### config.mk
export PLATFORM = sky130hd
export DESIGN_NAME = xmd_unit
export DESIGN_NICKNAME = d
export VERILOG_FILES = /design/src/rtl/xmd_pkg.sv /design/src/rtl/xmd_muldiv_step.sv /design/src/rtl/xmd_shift_step.sv /design/src/rtl/xmd_iter_ctrl.sv /design/src/rtl/xmd_unit.sv
export SDC_FILE = /design/constraint.sdc
export NUM_CORES = 1
export LEC_CHECK = 0
export BUFFER_PORTS_ARGS = -buffer_cell sky130_fd_sc_hd__buf_2
export CAP_MARGIN = 20
export CORE_UTILIZATION = 63
export CTS_CLUSTER_DIAMETER = 50
export DETAILED_ROUTE_END_ITERATION = 12
export HOLD_SLACK_MARGIN = 0.08
export PLACE_DENSITY_LB_ADDON = 0.3
export SYNTH_ARGS = -nofsm -noshare
export SYNTH_HDL_FRONTEND = slang
export SYNTH_SLANG_ARGS = --single-unit
### constraint.sdc
create_clock -name clk -period 4.1 [get_ports clk]
set_input_delay 1.23 -clock clk [delete_from_list [all_inputs] [get_ports clk]]
set_output_delay 1.23 -clock clk [all_outputs]
set_load 0.1 [all_outputs]
### src/rtl/xmd_pkg.sv
package xmd_pkg;
  typedef enum logic [3:0] {
    XC_NOP  = 4'd0,
    XC_MUL  = 4'd1,
    XC_DIV  = 4'd2,
    XC_NORM = 4'd3,
    XC_SHL  = 4'd4,
    XC_ASR  = 4'd5,
    XC_LSR  = 4'd6,
    XC_LMQ  = 4'd7,
    XC_MQA  = 4'd8,
    XC_SCA  = 4'd9
  } xmd_cmd_e;
endpackage

### src/rtl/xmd_muldiv_step.sv
module xmd_muldiv_step #(
  parameter int W = 12
) (
  input  logic [W-1:0] ac,
  input  logic [W-1:0] mq,
  input  logic [W-1:0] opnd,
  output logic [W-1:0] mul_ac,
  output logic [W-1:0] mul_mq,
  output logic [W-1:0] div_ac,
  output logic [W-1:0] div_mq,
  output logic         div_ovf
);
  logic [W:0] sum;
  logic [W:0] rem_sh;
  logic [W:0] rem_nx;
  logic       fits;
  logic       div_unused;

  // multiply: add multiplicand when the low multiplier bit is set, then shift right
  always_comb begin
    sum    = {1'b0, ac} + (mq[0] ? {1'b0, opnd} : '0);
    mul_ac = sum[W:1];
    mul_mq = {sum[0], mq[W-1:1]};
  end

  // restoring divide: shift remainder left, subtract when it fits
  always_comb begin
    rem_sh  = {ac, mq[W-1]};
    fits    = (rem_sh >= {1'b0, opnd});
    rem_nx  = fits ? (rem_sh - {1'b0, opnd}) : rem_sh;
    div_ac  = rem_nx[W-1:0];
    div_mq  = {mq[W-2:0], fits};
    div_ovf = (ac >= opnd);
  end

  assign div_unused = rem_nx[W];
endmodule

### src/rtl/xmd_shift_step.sv
module xmd_shift_step #(
  parameter int W = 12
) (
  input  logic [W-1:0] ac,
  input  logic [W-1:0] mq,
  input  logic         arith,
  output logic [W-1:0] shl_ac,
  output logic [W-1:0] shl_mq,
  output logic         shl_out,
  output logic [W-1:0] shr_ac,
  output logic [W-1:0] shr_mq,
  output logic         normd
);
  localparam int DW = 2 * W;
  logic [DW-1:0] pair;
  logic [DW-1:0] left;
  logic [DW-1:0] right;
  logic          fill;

  always_comb begin
    pair    = {ac, mq};
    left    = {pair[DW-2:0], 1'b0};
    fill    = arith & ac[W-1];
    right   = {fill, pair[DW-1:1]};
    shl_ac  = left[DW-1:W];
    shl_mq  = left[W-1:0];
    shl_out = ac[W-1];
    shr_ac  = right[DW-1:W];
    shr_mq  = right[W-1:0];
    normd   = ac[W-1] ^ ac[W-2];
  end
endmodule

### src/rtl/xmd_iter_ctrl.sv
module xmd_iter_ctrl #(
  parameter int CNTW = 13
) (
  input  logic            clk,
  input  logic            rst,
  input  logic            start,
  input  logic            is_iter,
  input  logic [CNTW-1:0] load_count,
  input  logic            early_stop,
  output logic            busy,
  output logic            done
);
  logic [CNTW-1:0] cnt;

  always_ff @(posedge clk) begin
    if (rst) begin
      busy <= 1'b0;
      done <= 1'b0;
      cnt  <= '0;
    end else begin
      done <= 1'b0;
      if (!busy && start) begin
        if (is_iter) begin
          busy <= 1'b1;
          cnt  <= load_count;
        end else begin
          done <= 1'b1;
        end
      end else if (busy) begin
        if (early_stop || cnt == CNTW'(1)) begin
          busy <= 1'b0;
          done <= 1'b1;
        end else begin
          cnt <= cnt - CNTW'(1);
        end
      end
    end
  end
endmodule

### src/rtl/xmd_unit.sv
module xmd_unit
  import xmd_pkg::*;
#(
  parameter int W = 12,
  localparam int DW = 2 * W,
  localparam int SCW = $clog2(DW + 1)
) (
  input  logic           clk,
  input  logic           rst,
  input  logic           start,
  input  logic [3:0]     cmd,
  input  logic           clr_ac,
  input  logic [W-1:0]   operand,
  input  logic [W-1:0]   ac_in,
  input  logic [W-1:0]   mq_in,
  input  logic           link_in,
  output logic [W-1:0]   ac_out,
  output logic [W-1:0]   mq_out,
  output logic           link_out,
  output logic [SCW-1:0] sc_out,
  output logic           busy,
  output logic           done
);
  localparam int CNTW = W + 1;

  xmd_cmd_e       cmd_in;
  xmd_cmd_e       cmd_q;
  logic [W-1:0]   ac_q, mq_q, op_q, ac_v;
  logic           l_q;
  logic [SCW-1:0] sc_q;
  logic           start_ok, is_iter, early_stop;
  logic [CNTW-1:0] load_count;

  logic [W-1:0] mul_ac, mul_mq, div_ac, div_mq;
  logic         div_ovf;
  logic [W-1:0] shl_ac, shl_mq, shr_ac, shr_mq;
  logic         shl_out, normd;

  assign cmd_in   = xmd_cmd_e'(cmd);
  assign start_ok = start && !busy;
  assign ac_v     = clr_ac ? '0 : ac_in;

  always_comb begin
    is_iter    = 1'b0;
    load_count = '0;
    case (cmd_in)
      XC_MUL, XC_DIV: begin
        is_iter    = 1'b1;
        load_count = CNTW'(W);
      end
      XC_NORM: begin
        is_iter    = 1'b1;
        load_count = CNTW'(DW + 1);
      end
      XC_SHL, XC_ASR, XC_LSR: begin
        is_iter    = 1'b1;
        load_count = {1'b0, operand} + CNTW'(1);
      end
      default: ;
    endcase
  end

  assign early_stop = busy && ((cmd_q == XC_DIV  && div_ovf) ||
                               (cmd_q == XC_NORM && normd));

  xmd_muldiv_step #(.W(W)) u_md (
    .ac(ac_q), .mq(mq_q), .opnd(op_q),
    .mul_ac(mul_ac), .mul_mq(mul_mq),
    .div_ac(div_ac), .div_mq(div_mq), .div_ovf(div_ovf)
  );

  xmd_shift_step #(.W(W)) u_sh (
    .ac(ac_q), .mq(mq_q), .arith(cmd_q == XC_ASR),
    .shl_ac(shl_ac), .shl_mq(shl_mq), .shl_out(shl_out),
    .shr_ac(shr_ac), .shr_mq(shr_mq), .normd(normd)
  );

  xmd_iter_ctrl #(.CNTW(CNTW)) u_ctrl (
    .clk(clk), .rst(rst), .start(start), .is_iter(is_iter),
    .load_count(load_count), .early_stop(early_stop),
    .busy(busy), .done(done)
  );

  always_ff @(posedge clk) begin
    if (rst) begin
      ac_q  <= '0;
      mq_q  <= '0;
      l_q   <= 1'b0;
      sc_q  <= '0;
      op_q  <= '0;
      cmd_q <= XC_NOP;
    end else if (start_ok) begin
      cmd_q <= cmd_in;
      op_q  <= operand;
      ac_q  <= ac_v;
      mq_q  <= mq_in;
      l_q   <= link_in;
      case (cmd_in)
        XC_MUL: begin
          ac_q <= '0;
          l_q  <= 1'b0;
        end
        XC_NORM: begin
          sc_q <= '0;
          l_q  <= 1'b0;
        end
        XC_LMQ: begin
          mq_q <= ac_v;
          ac_q <= '0;
        end
        XC_MQA: ac_q <= ac_v | mq_in;
        XC_SCA: ac_q <= ac_v | {{(W-SCW){1'b0}}, sc_q};
        default: ;
      endcase
    end else if (busy) begin
      case (cmd_q)
        XC_MUL: begin
          ac_q <= mul_ac;
          mq_q <= mul_mq;
        end
        XC_DIV: begin
          if (div_ovf) begin
            l_q <= 1'b1;
          end else begin
            ac_q <= div_ac;
            mq_q <= div_mq;
            l_q  <= 1'b0;
          end
        end
        XC_NORM: begin
          if (!normd && sc_q != SCW'(DW)) begin
            ac_q <= shl_ac;
            mq_q <= shl_mq;
            l_q  <= shl_out;
            sc_q <= sc_q + SCW'(1);
          end
        end
        XC_SHL: begin
          ac_q <= shl_ac;
          mq_q <= shl_mq;
          l_q  <= shl_out;
        end
        XC_ASR, XC_LSR: begin
          ac_q <= shr_ac;
          mq_q <= shr_mq;
        end
        default: ;
      endcase
    end
  end

  assign ac_out   = ac_q;
  assign mq_out   = mq_q;
  assign link_out = l_q;
  assign sc_out   = sc_q;
endmodule

==> results.json <==
{
  "min_path_type": "flip-flop to flip-flop",
  "rsz0062_at_grt": "no",
  "syn_to_final_growth_pct": 10.84,
  "min_period_over_period_pct": 76.81,
  "final_cell_mix": "nand2_1 (96), a21oi_1 (80), nor2_1 (76), buf_2 (76), dfxtp_1 (61)",
  "yosysWarnings": 0,
  "holdBufCountCts": 0,
  "wl_per_cell_um": 18.99,
  "tightest_slew_ns": 1.073,
  "final.setup.worst_slack_ns": 0.9506,
  "h-tree-depth": 3,
  "p_seq_share_pct": 30.9,
  "drive_gt1_share_pct": 14.32,
  "die_w_um": 98.28,
  "fillers": 734,
  "layout_commonest_cell": "nand2_1",
  "cts_tree": "yes",
  "max_stage_delay_ns": 0.44,
  "drt_iter0_drc": 786,
  "critPathCaptureType": "flip-flop",
  "p_clk_share_pct": 24.0,
  "dieArea_mm2": 0.009658,
  "cts_max_path_buffers": 2,
  "peakVddDrop_uv": 265.5,
  "drc_errors": 0,
  "synth_area_leaders": "dfxtp_1 (21%), ha_1 (8.8%), a21oi_1 (6.9%), nand2_1 (6.2%), nor2_1 (4.9%)",
  "synth_top_area_share_pct": 20.91,
  "initial_core_util_pct": 65.99,
  "die_height_um": 98.28,
  "fmax_ghz": 0.3175,
  "status": "complete, no violations",
  "synthFlopType": "dfxtp_1",
  "cts_setup_buffers": 0,
  "vias": 6590,
  "rows": 34,
  "port_buffers": 76,
  "grt_pass1_vias": 6150,
  "worst_ep_arrival_time_ns": 3.41,
  "drtPass1Iterations": 9,
  "fin_tns_setup_ns": 0,
  "yosysUniqueCellTypes": 76,
  "critPathKind": "flip-flop to flip-flop",
  "path_max_fanout": 10,
  "internal_power_mw": 1.282,
  "grt_overflow": 0,
  "power_switching_mw": 1.041,
  "worst_path_max_delay_cell": "fa_1",
  "hpwlAfterDp_um": 13600,
  "io-pin-count": 77,
  "cp_num_buf_inv": 0,
  "hold_ws_ns": 0.4764,
  "cp-start-kind": "flip-flop",
  "clock_skew_ns": 0.01656,
  "total_power_mw": 2.323,
  "syn_area_per_cell_um2": 7.263,
  "postRouteAntennaNets": 0,
  "grt_pass1_wl_um": 29460,
  "switching_share_pct": 44.80,
  "cellLeakagePower_nw": 2.674,
  "ys_ff_latch": 61,
  "vias_per_cell": 6.766,
  "grt_util_all_layers_pct": 38.11,
  "drv_cap": 0,
  "ctsResizeCount": 0,
  "cp.required_ns": 4.37,
  "maxSlewHeadroom_pct": 27.83,
  "num_antenna_cells": 0,
  "synthesis.nets": 892,
  "cts_sinks": 61,
  "crit_chain": "and2_1 -> ha_1 -> fa_1 -> a211oi_1 -> o21ai_1 -> a31oi_1 -> o21ai_1 -> o41ai_1 -> o211ai_1 -> a211oi_1",
  "routabilityCongestion": 0.9786,
  "tritoncts.num_buffers": 9,
  "core_area_mm2": 0.008848,
  "fin_crit_ns": 3.149,
  "synth_edf_count": 0,
  "clk_pin_slew_ns": 0.08,
  "dpl_worst_slack_ns": 0.9186,
  "p_per_area_mw_per_mm2": 358.9,
  "synthesis.area_mm2": 0.005839,
  "pwr-share-comb_pct": 45.1,
  "antenna_found_initial": 0,
  "yosysTopAreaCell": "dfxtp_1",
  "layout.nets": 949,
  "synthCells": 804,
  "synthArstFlopShare_pct": 0,
  "path_delay_family": "compound AO/OA/AOI/OAI gates",
  "fin_util_pct": 73.15,
  "finalSetupViolCount": 0,
  "ys_seq_area_share_pct": 20.91,
  "routed_wirelength_um": 18500,
  "drv_slew": 0,
  "clockRootBuffer": "clkbuf_8",
  "grt_start_max_net_pins": 39,
  "finalHoldViolCount": 0,
  "clock_latency_ns": 0.35
}
-- worst reg2reg max path: stages (launching register included) --
cell and delay (ns):
dfxtp_1 0.42, and2_1 0.20, ha_1 0.21, fa_1 0.44, a211oi_1 0.38, o21ai_1 0.13
a31oi_1 0.33, o21ai_1 0.15, o41ai_1 0.43, o211ai_1 0.15, a211oi_1 0.23
-- sequential cells by signal, indices dropped and copies added, names as in the netlist --
register     cells
ac_out          12
cmd_q            4
link_out         1
mq_out          12
op_q            12
sc_out           5
u_ctrl.busy      1
u_ctrl.cnt      13
u_ctrl.done      1
-- stage by stage --
stage	instances	instance area, µm²
floorplan	804	5839
finish	974	6472
CTS	974	6472
global route	974	6472
detailed placement	958	6280
global placement	958	6280
-- routing by layer --
layer	up-vias	GRT usage (%)	routed length, µm
met5	-	0	0
met4	0	19.63	882
met3	96	6.442	1648
met2	385	63.38	8515
met1	3040	47.42	7450
li1	3069	-	-
-- cells by family after synthesis --
logic type / count (synthesis) / synth area share, %
AND/OR/NAND/NOR: 302 / 25.37
AO/OA/AOI/OAI: 260 / 29.23
buffers and inverters: 80 / 5.550
flip-flops: 61 / 20.91
adder cells (fa/ha/maj): 43 / 9.471
XOR/XNOR: 32 / 4.800
multiplexers: 26 / 4.671
-- cells in the mapped netlist, types with 15 or more instances --
cell,count
nor3_1,20
nand2b_1,18
ha_1,41
a211oi_1,32
xnor2_1,17
dfxtp_1,61
xor2_1,15
o21ai_1,19
nor2_1,76
nand2_1,96
o21ai_0,25
a21oi_1,80
inv_1,34
nand3_1,15
clkbuf_1,31
mux2i_1,16
-- path summary, 6_finish.rpt --
| kind | from | end | slack [ns] | depth (start not counted) |
|---|---|---|---|---|
| worst max-delay path | mq_out[0] | ac_out[9] | 0.95 | 10 |
| worst min-delay path | op_q[3] | op_q[3] | 0.48 | 2 |
| worst max register to register | mq_out[0] | ac_out[9] | 0.95 | 10 |
| worst min register to register | op_q[3] | op_q[3] | 0.48 | 2 |
-- power groups by stage --
stage,clock network (mW),registers [mW],logic [mW]
6_report,0.557,0.717,1.05
4_1_cts,0.559,0.713,1.03
2_1_floorplan,0,0.874,0.623
3_3_place_gp,0,0.724,0.999
5_1_grt,0.582,0.722,1.12
3_5_place_dp,0,0.727,1.02
-- final cells by class --
| type | count | area, µm² | area share (%) |
|---|---|---|---|
| clock buffer | 12 | 145.1 | 2.242 |
| tap | 108 | 135.1 | 2.088 |
| multi-input combinational | 663 | 4299 | 66.42 |
| clock inverter | 4 | 47.55 | 0.7346 |
| sequential | 61 | 1221 | 18.87 |
| timing repair buffer | 91 | 493.0 | 7.616 |
| inverter | 35 | 131.4 | 2.030 |
Power figures use the tool's default switching activity.
